**src/rtl/irqdet_pkg.sv**
```systemverilog
package irqdet_pkg;
  // Bit 0 sits at the low end of the packed word.
  typedef struct packed {
    logic irq_en;
    logic mode_level;
    logic pol_high;
    logic pin_en;
  } irqdet_cfg_t;

  localparam int CFG_W = $bits(irqdet_cfg_t);
endpackage

```
**src/rtl/irqdet_sync.sv**
```systemverilog
module irqdet_sync #(
  parameter int STAGES = 2
) (
  input  logic clk,
  input  logic rst_n,
  input  logic d,
  output logic q
);
  logic [STAGES-1:0] chain;

  generate
    if (STAGES == 1) begin : g_one
      always_ff @(posedge clk) begin
        if (!rst_n) chain <= '0;
        else        chain <= d;
      end
    end else begin : g_many
      always_ff @(posedge clk) begin
        if (!rst_n) chain <= '0;
        else        chain <= {chain[STAGES-2:0], d};
      end
    end
  endgenerate

  assign q = chain[STAGES-1];
endmodule

```
**src/rtl/irqdet_event.sv**
```systemverilog
module irqdet_event (
  input  logic clk,
  input  logic rst_n,
  input  logic pin_sync,
  input  logic pin_en,
  input  logic pol_high,
  input  logic mode_level,
  input  logic cfg_we,
  input  logic wr_pol_high,
  output logic level_act,
  output logic evt
);
  logic prev_act;
  logic edge_hit;

  // The sample is normalized so that 1 always means "active".
  assign level_act = (pin_sync == pol_high);
  assign edge_hit  = level_act & ~prev_act;
  assign evt       = pin_en & (edge_hit | (mode_level & level_act));

  always_ff @(posedge clk) begin
    if (!rst_n)      prev_act <= 1'b1;
    else if (cfg_we) prev_act <= (pin_sync == wr_pol_high);
    else             prev_act <= level_act;
  end

  // after a write, an edge can come only from real pin movement
  p_cfg_quiet_r8: assert property (@(posedge clk) disable iff (!rst_n)
    cfg_we |=> (!edge_hit || (pin_sync != $past(pin_sync))));
endmodule

```
**src/rtl/irqdet_flag.sv**
```systemverilog
module irqdet_flag (
  input  logic clk,
  input  logic rst_n,
  input  logic en,
  input  logic evt,
  input  logic ack,
  output logic flag
);
  always_ff @(posedge clk) begin
    if (!rst_n) flag <= 1'b0;
    else        flag <= en & (evt | (flag & ~ack));
  end

  p_set_wins_r7: assert property (@(posedge clk) disable iff (!rst_n)
    (en && evt) |=> flag);
  p_ack_clears_r7: assert property (@(posedge clk) disable iff (!rst_n)
    (flag && ack && !evt) |=> !flag);
endmodule

```
**src/rtl/irqdet_top.sv**
```systemverilog
module irqdet_top
  import irqdet_pkg::*;
#(
  parameter int SYNC_STAGES = 2
) (
  input  logic             clk,
  input  logic             rst_n,
  input  logic             pin_in,
  input  logic             clk_stopped,
  input  logic             cfg_we,
  input  logic [CFG_W-1:0] cfg_wdata,
  input  logic             ack,
  output logic [CFG_W-1:0] cfg_rdata,
  output logic             flag,
  output logic             irq,
  output logic             wake
);
  irqdet_cfg_t cfg_q;
  irqdet_cfg_t cfg_new;
  logic pin_sync;
  logic level_act;
  logic evt;

  assign cfg_new = irqdet_cfg_t'(cfg_wdata);

  always_ff @(posedge clk) begin
    if (!rst_n)      cfg_q <= '0;
    else if (cfg_we) cfg_q <= cfg_new;
  end

  irqdet_sync #(.STAGES(SYNC_STAGES)) u_sync (
    .clk(clk), .rst_n(rst_n), .d(pin_in), .q(pin_sync)
  );

  irqdet_event u_event (
    .clk(clk), .rst_n(rst_n), .pin_sync(pin_sync),
    .pin_en(cfg_q.pin_en), .pol_high(cfg_q.pol_high),
    .mode_level(cfg_q.mode_level), .cfg_we(cfg_we),
    .wr_pol_high(cfg_new.pol_high), .level_act(level_act), .evt(evt)
  );

  irqdet_flag u_flag (
    .clk(clk), .rst_n(rst_n), .en(cfg_q.pin_en),
    .evt(evt), .ack(ack), .flag(flag)
  );

  assign cfg_rdata = cfg_q;
  assign irq       = flag & cfg_q.irq_en;
  // Clockless path: raw pin, no flop in the way.
  assign wake      = clk_stopped & cfg_q.pin_en & (pin_in == cfg_q.pol_high);

  p_disabled_quiet_r2: assert property (@(posedge clk) disable iff (!rst_n)
    (!cfg_q.pin_en && !cfg_we) |=> !flag);
  p_level_hold_r5: assert property (@(posedge clk) disable iff (!rst_n)
    (cfg_q.pin_en && cfg_q.mode_level && level_act && !cfg_we) |=> flag);
  p_wake_gate_r9: assert property (@(posedge clk) disable iff (!rst_n)
    (!cfg_q.pin_en || !clk_stopped) |-> !wake);
endmodule

```
**config.mk**
```make
export PLATFORM = sky130hd
export DESIGN_NAME = irqdet_top
export DESIGN_NICKNAME = d
export VERILOG_FILES = /design/src/rtl/irqdet_pkg.sv /design/src/rtl/irqdet_sync.sv /design/src/rtl/irqdet_event.sv /design/src/rtl/irqdet_flag.sv /design/src/rtl/irqdet_top.sv
export SDC_FILE = /design/constraint.sdc
export NUM_CORES = 1
export LEC_CHECK = 0
export BUFFER_PORTS_ARGS = -buffer_cell sky130_fd_sc_hd__buf_2
export CORE_AREA = 2 2 39 41
export CTS_CLUSTER_DIAMETER = 100
export DETAILED_ROUTE_END_ITERATION = 7
export DIE_AREA = 0 0 41 43
export REMOVE_ABC_BUFFERS = 1
export SETUP_SLACK_MARGIN = 0.5
export SYNTH_ARGS = -nofsm -noshare
export SYNTH_HDL_FRONTEND = slang
export SYNTH_SLANG_ARGS = --single-unit
```
**constraint.sdc**
```tcl
create_clock -name clk -period 1.2 [get_ports clk]
set_input_delay 0.24 -clock clk [delete_from_list [all_inputs] [get_ports clk]]
set_output_delay 0.24 -clock clk [all_outputs]
set_load 0.02 [all_outputs]
```
* Word level (Yosys, flattened, before mapping)
Index checks and enable logic that the tools add are counted.
** Word-level totals
- Bits in latches :: 0
- Bits of input ports :: 10
- Memory bits (read-only) :: 0
- RAM bits :: 0
- Word-level logic and storage cells :: 23
- Memories kept :: 0
- Output and inout bits :: 7
- Register bits :: 8
** Operators by class
- Shifts and indexed selects :: 0
- Order comparisons :: 0
- Add/subtract/negate cells :: 0
- Bitwise operators :: 12
- Reductions and logical operators :: 0
- Mux-type cells :: 1
- Eq/ne operators :: 3
- Divide/modulo/power cells :: 0
- Multipliers :: 0
** Operator list (number)
- 1-bit bitwise AND :: 8
- 1-bit == test :: 3
- 1-bit inverter :: 2
- 1-bit OR :: 2
- 1-bit 2-to-1 mux :: 1

* Longest topological paths before layout
- Depth after elaboration :: 6
- Mapped depth :: 3

* Modules after synthesis
Synthesis repeated with hierarchy kept, for this count alone.
** Second synthesis, totals
- Cell total of the unflattened synthesis :: 31
- Area, all modules :: 339.1 sq um
** Modules (own cells, without submodules)
- irqdet_top :: cells an instance 16, seq. area each 80.1 sq um, times used 1, area each 177.7 sq um
- irqdet_event :: cells an instance 8, seq. area each 20.0 sq um, times used 1, area each 72.6 sq um
- irqdet_sync :: cells an instance 4, seq. area each 40.0 sq um, times used 1, area each 52.6 sq um
- irqdet_flag :: cells an instance 3, seq. area each 20.0 sq um, times used 1, area each 36.3 sq um

* Worst setup path after synthesis
OpenSTA, ideal clock, no wires.
- Path kind :: input -> register
- Start :: input port cfg_we
- End :: register u_event.prev_act
- Data arrival time :: 873 ps
- Buffers on the path :: 1
- Stages :: 3
- Setup time :: 123 ps
- Path slack :: 203 ps
- Required time :: 1077 ps
- Cell sequence :: buf_6 -> mux2i_1 -> mux2_1
** On the way
- Cells in the longest elaborated chain, start to end :: 1
** Ends and longest elaborated chain
- from (decl) :: RTL line irqdet_top.sv:10 : input logic cfg_we,
- 1-bit 2-to-1 mux :: RTL line irqdet_event.sv:23 : else if (cfg_we) prev_act <= (pin_sync == wr_pol_high);
- to (signal assigned) :: RTL line irqdet_event.sv:23
- to (signal assigned) :: RTL line irqdet_event.sv:24 : else prev_act <= level_act;
- to (decl) :: RTL line irqdet_event.sv:13 : logic prev_act;
No other way between the ends.
A chain may end at the register's enable or synchronous reset.

* Final worst setup path
- Start :: register cfg_q, in the netlist cfg_rdata[1]
- End :: output port wake
** On the way
- Cells in the longest elaborated chain, start to end :: 2
** Ends and longest elaborated chain
- from (decl) :: RTL line irqdet_top.sv:18 : irqdet_cfg_t cfg_q;
- from (signal assigned) :: RTL line irqdet_top.sv:28 : else if (cfg_we) cfg_q <= cfg_new;
- 1-bit == test :: RTL line irqdet_top.sv:50 : assign wake = clk_stopped & cfg_q.pin_en & (pin_in == cfg_q.pol_high);
- 1-bit bitwise AND :: RTL line irqdet_top.sv:50
- to (decl) :: RTL line irqdet_top.sv:16 : output logic wake
No other way between the ends.

==> results.md <==
* Worst Tran Pin Value at roughly 0.20 ns
* Post-synth EDFFs at 0
* Number of antenna violations at the first check in global routing at 0
* CTS clock-pin slew for the worst setup and hold paths at about 0.050 ns
* Average vias per placed instance at between 4 and 5
* Cell count after synthesis at 34
* Instance area at placement at between 400 and 500 sq um
* Fraction of power spent switching nets at between 20% and 30%
* Final Max Slew Viols at 0
* CP Data Required Time at ~0.96 ns
* Status: complete, but fails checks
* Final RePlAce weighted congestion at slightly below 0.6
* Final hold viol count at 0
* Setup Skew at around 0.0026 ns
* Final #Nets at around 70
* Final worst setup slack at -0.00866 ns
* Worst max-slew margin expressed relative to the limit at around 86%
* #FFs+latches synth at 8
* Arr. time, crit path at a little under 1 ns
* FP Rows at 14
* Number of global-route vias before repair at approximately 320
* Die span in y at 43 microns
* Clock tree root buffer cell: clkbuf_4
* Post-layout utilization of the core at between 40% and 50%
* Starting density of the core at between 20% and 30%
* Number of buffers created by CTS at 3
* Largest area contributor in the netlist: dfxtp_1
* Wire length of the first global-routing pass at around 1200 microns
* Total net switching power at approximately 0.14 mW
* Final WL at approximately 780 microns
* Crit. path cell count at 3
* I/O pin total at 17
* Pin count of the biggest net entering global routing at 11
* Met3 wire length at 66 microns
* Minimum clock period at ~1.2 ns
* Largest stage delay on the critical path at between 0.3 and 0.4 ns
* Type of the tightest min-delay check: input port to flop
* Number of setup violations in the final report at 1
* Die area at 0.00176 sq mm
* Area share of the largest cell type after synthesis at 45.2%
* Synth-to-Final Area Change at 70.3%
* Library cell with the highest instance count after synthesis: dfxtp_1
* Hold-fix buffers at CTS at 0
* Chip width at just over 40 microns
* Synth top area cells: dfxtp_1 (45%), mux2i_1 (11%), nor2b_1 (8.8%), buf_4 (6.4%), and2_1 (5.3%)
* Number of max-cap violations at 0
* TritonCTS clock tree: built
* Failing checks: negative setup slack
* Number of warning messages in the yosys log at 0
* Ratio of cells with drive above 1 in the final layout at a little over three fifths
* Clock sink total at 8
* Overall fraction of global-route tracks in use at approximately a tenth
* Fin crit share at 101%
* Sum of buffers and inverters on the critical path at 1
* Overall overflow remaining after global route at 0
* Ranking of synthesized cells by instance count: dfxtp_1 (8), nor2b_1 (5), mux2i_1 (4), and2_1 (3), buf_4 (3)
* Critical path, cell by cell: xnor2_1 > and3_1 > buf_6
* Peak Freq at between 800 and 900 MHz
* Clock insertion delay at the later pin of the skew report at ~0.25 ns
* Crit Path Class: flop to primary output
* Number of buffers added on ports at 16
* Share of total power in combinational logic at a little over a fifth
* Routed len/inst at ~11 microns
* Total length of routed met2 wires at approximately 410 microns
* Number of cells on the worst hold path at 2
* Power density of the placed cells at a little over 1000 mW/mm^2
* Clock network fraction of design power at a little under a third
* Worst vdd rail ir drop at 0.296 mV
* Portion of total power attributed to sequential cells at 46.6%
* Leakage component of the power at ~0.29 nW
* DR top layer: met3
* Share of synthesized area occupied by flip-flops and latches at a little under half
* Largest delay contributor family on the critical path: flip-flops
* Worst path slowest cell: dfxtp_2
* Worst Path Max Fanout at 2
* Netlist area before placement at roughly 350 sq um
* Kind of start point of the critical path: flop
* Total via count after detailed routing at ~300
* Metal-1 WL at between 300 and 400 microns
* Number of remaining DRC errors at 0
* First-iteration detailed-routing DRC count at 3
* Worst Reg2Reg Path Length in Cells at 4
* Final Instance Area at about 600 sq um
* CTS H-tree depth at 1
* Residual antenna-violating net count after detailed routing at 0
* Dominant register cell in the synthesized netlist: dfxtp_1
* Setup repair after global routing missed its margin: true
* Antenna diodes at 0
* Cell variety after synth at 15
* Element type at the critical path end: primary output
* Maximum root-to-sink buffer count at 2
* Core footprint at around 0.0014 sq mm
* Internal power of the cells at ~0.48 mW
* FFs w/ async S/R, synth at 0%
* DRT Pass-1 Iters at 2
* Avg Cell Area, Syn at between 10 and 15 sq um
power groups by stage:
stage,combinational [mW],sequential [mW],clock (mW)
detailed placement,0.0759,0.296,0
finish,0.135,0.290,0.197
global route,0.146,0.291,0.215
floorplan,0.0298,0.305,0
CTS,0.123,0.290,0.208
global placement,0.0750,0.296,0
cells in the final DEF, fill, tap and decap left out, drive strengths merged:
cell    netlist  routed
and2          3       3
and3          1       1
buf           5      25
clkbuf        0       3
dfxtp         8       8
mux2          1       1
mux2i         4       4
nand2         2       2
nand2b        1       1
nand4b        1       1
nor2b         5       5
o31ai         1       1
xnor2         1       1
xor2          1       1
per-stage QoR:
step	worst slack [ns]	cells	TNS [ns]	power, mW	hold WS [ns]
after floorplan	0.0674	29	0	0.335	0.362
after global placement	0.139	62	0	0.371	0.430
after detailed placement	0.140	62	0	0.372	0.429
after CTS	-0.0246	70	-0.0246	0.621	0.235
after global routing	-0.0593	73	-0.0646	0.653	0.255
final	-0.00866	73	-0.00866	0.622	0.240
metal layers:
metal / track usage [%] / vias up
li1: - / 155
met1: 10.4 / 138
met2: 17.8 / 13
met3: 1.57 / 0
met4: 8.00 / 0
met5: 0 / -
final timing paths:
| path | start | end | slack, ns |
|---|---|---|---|
| worst max-delay path | cfg_rdata[1] | wake | -0.009 |
| worst min register to register | u_sync.chain[0] | u_sync.chain[1] | 0.45 |
| worst max register to register | cfg_rdata[1] | u_event.prev_act | 0.03 |
| worst min-delay path | pin_in | u_sync.chain[0] | 0.24 |
cells by family after synthesis:
kind of cell / share of synthesized area (%)
muxes: 14.5
and+or+nand+nor: 22.3
buffers and inverters: 11.0
xor gates and xnor gates: 4.95
AOI/OAI and AO/OA: 2.12
DFF: 45.2
timing repair:
action                                  4_1_cts  5_1_grt
resized for setup                            28        3
buffers inserted                              5        3
pin swaps                                     4        1
endpoints found under the setup margin       10       12
final cells by class:
type | instances | area, sq um
Timing Repair Buffer | 25 | 218
Sequential cell | 8 | 169
Clock buffer | 3 | 22.5
Fill cell | 131 | 781
Multi-Input combinational cell | 21 | 174
Tap cell | 16 | 20.0
flip-flops by register name, summed over array words and instances, names as in the netlist:
register,flops
cfg_rdata,4
u_event.prev_act,1
u_flag.flag,1
u_sync.chain,2
Note: power is estimated with default switching activity, not from simulation.
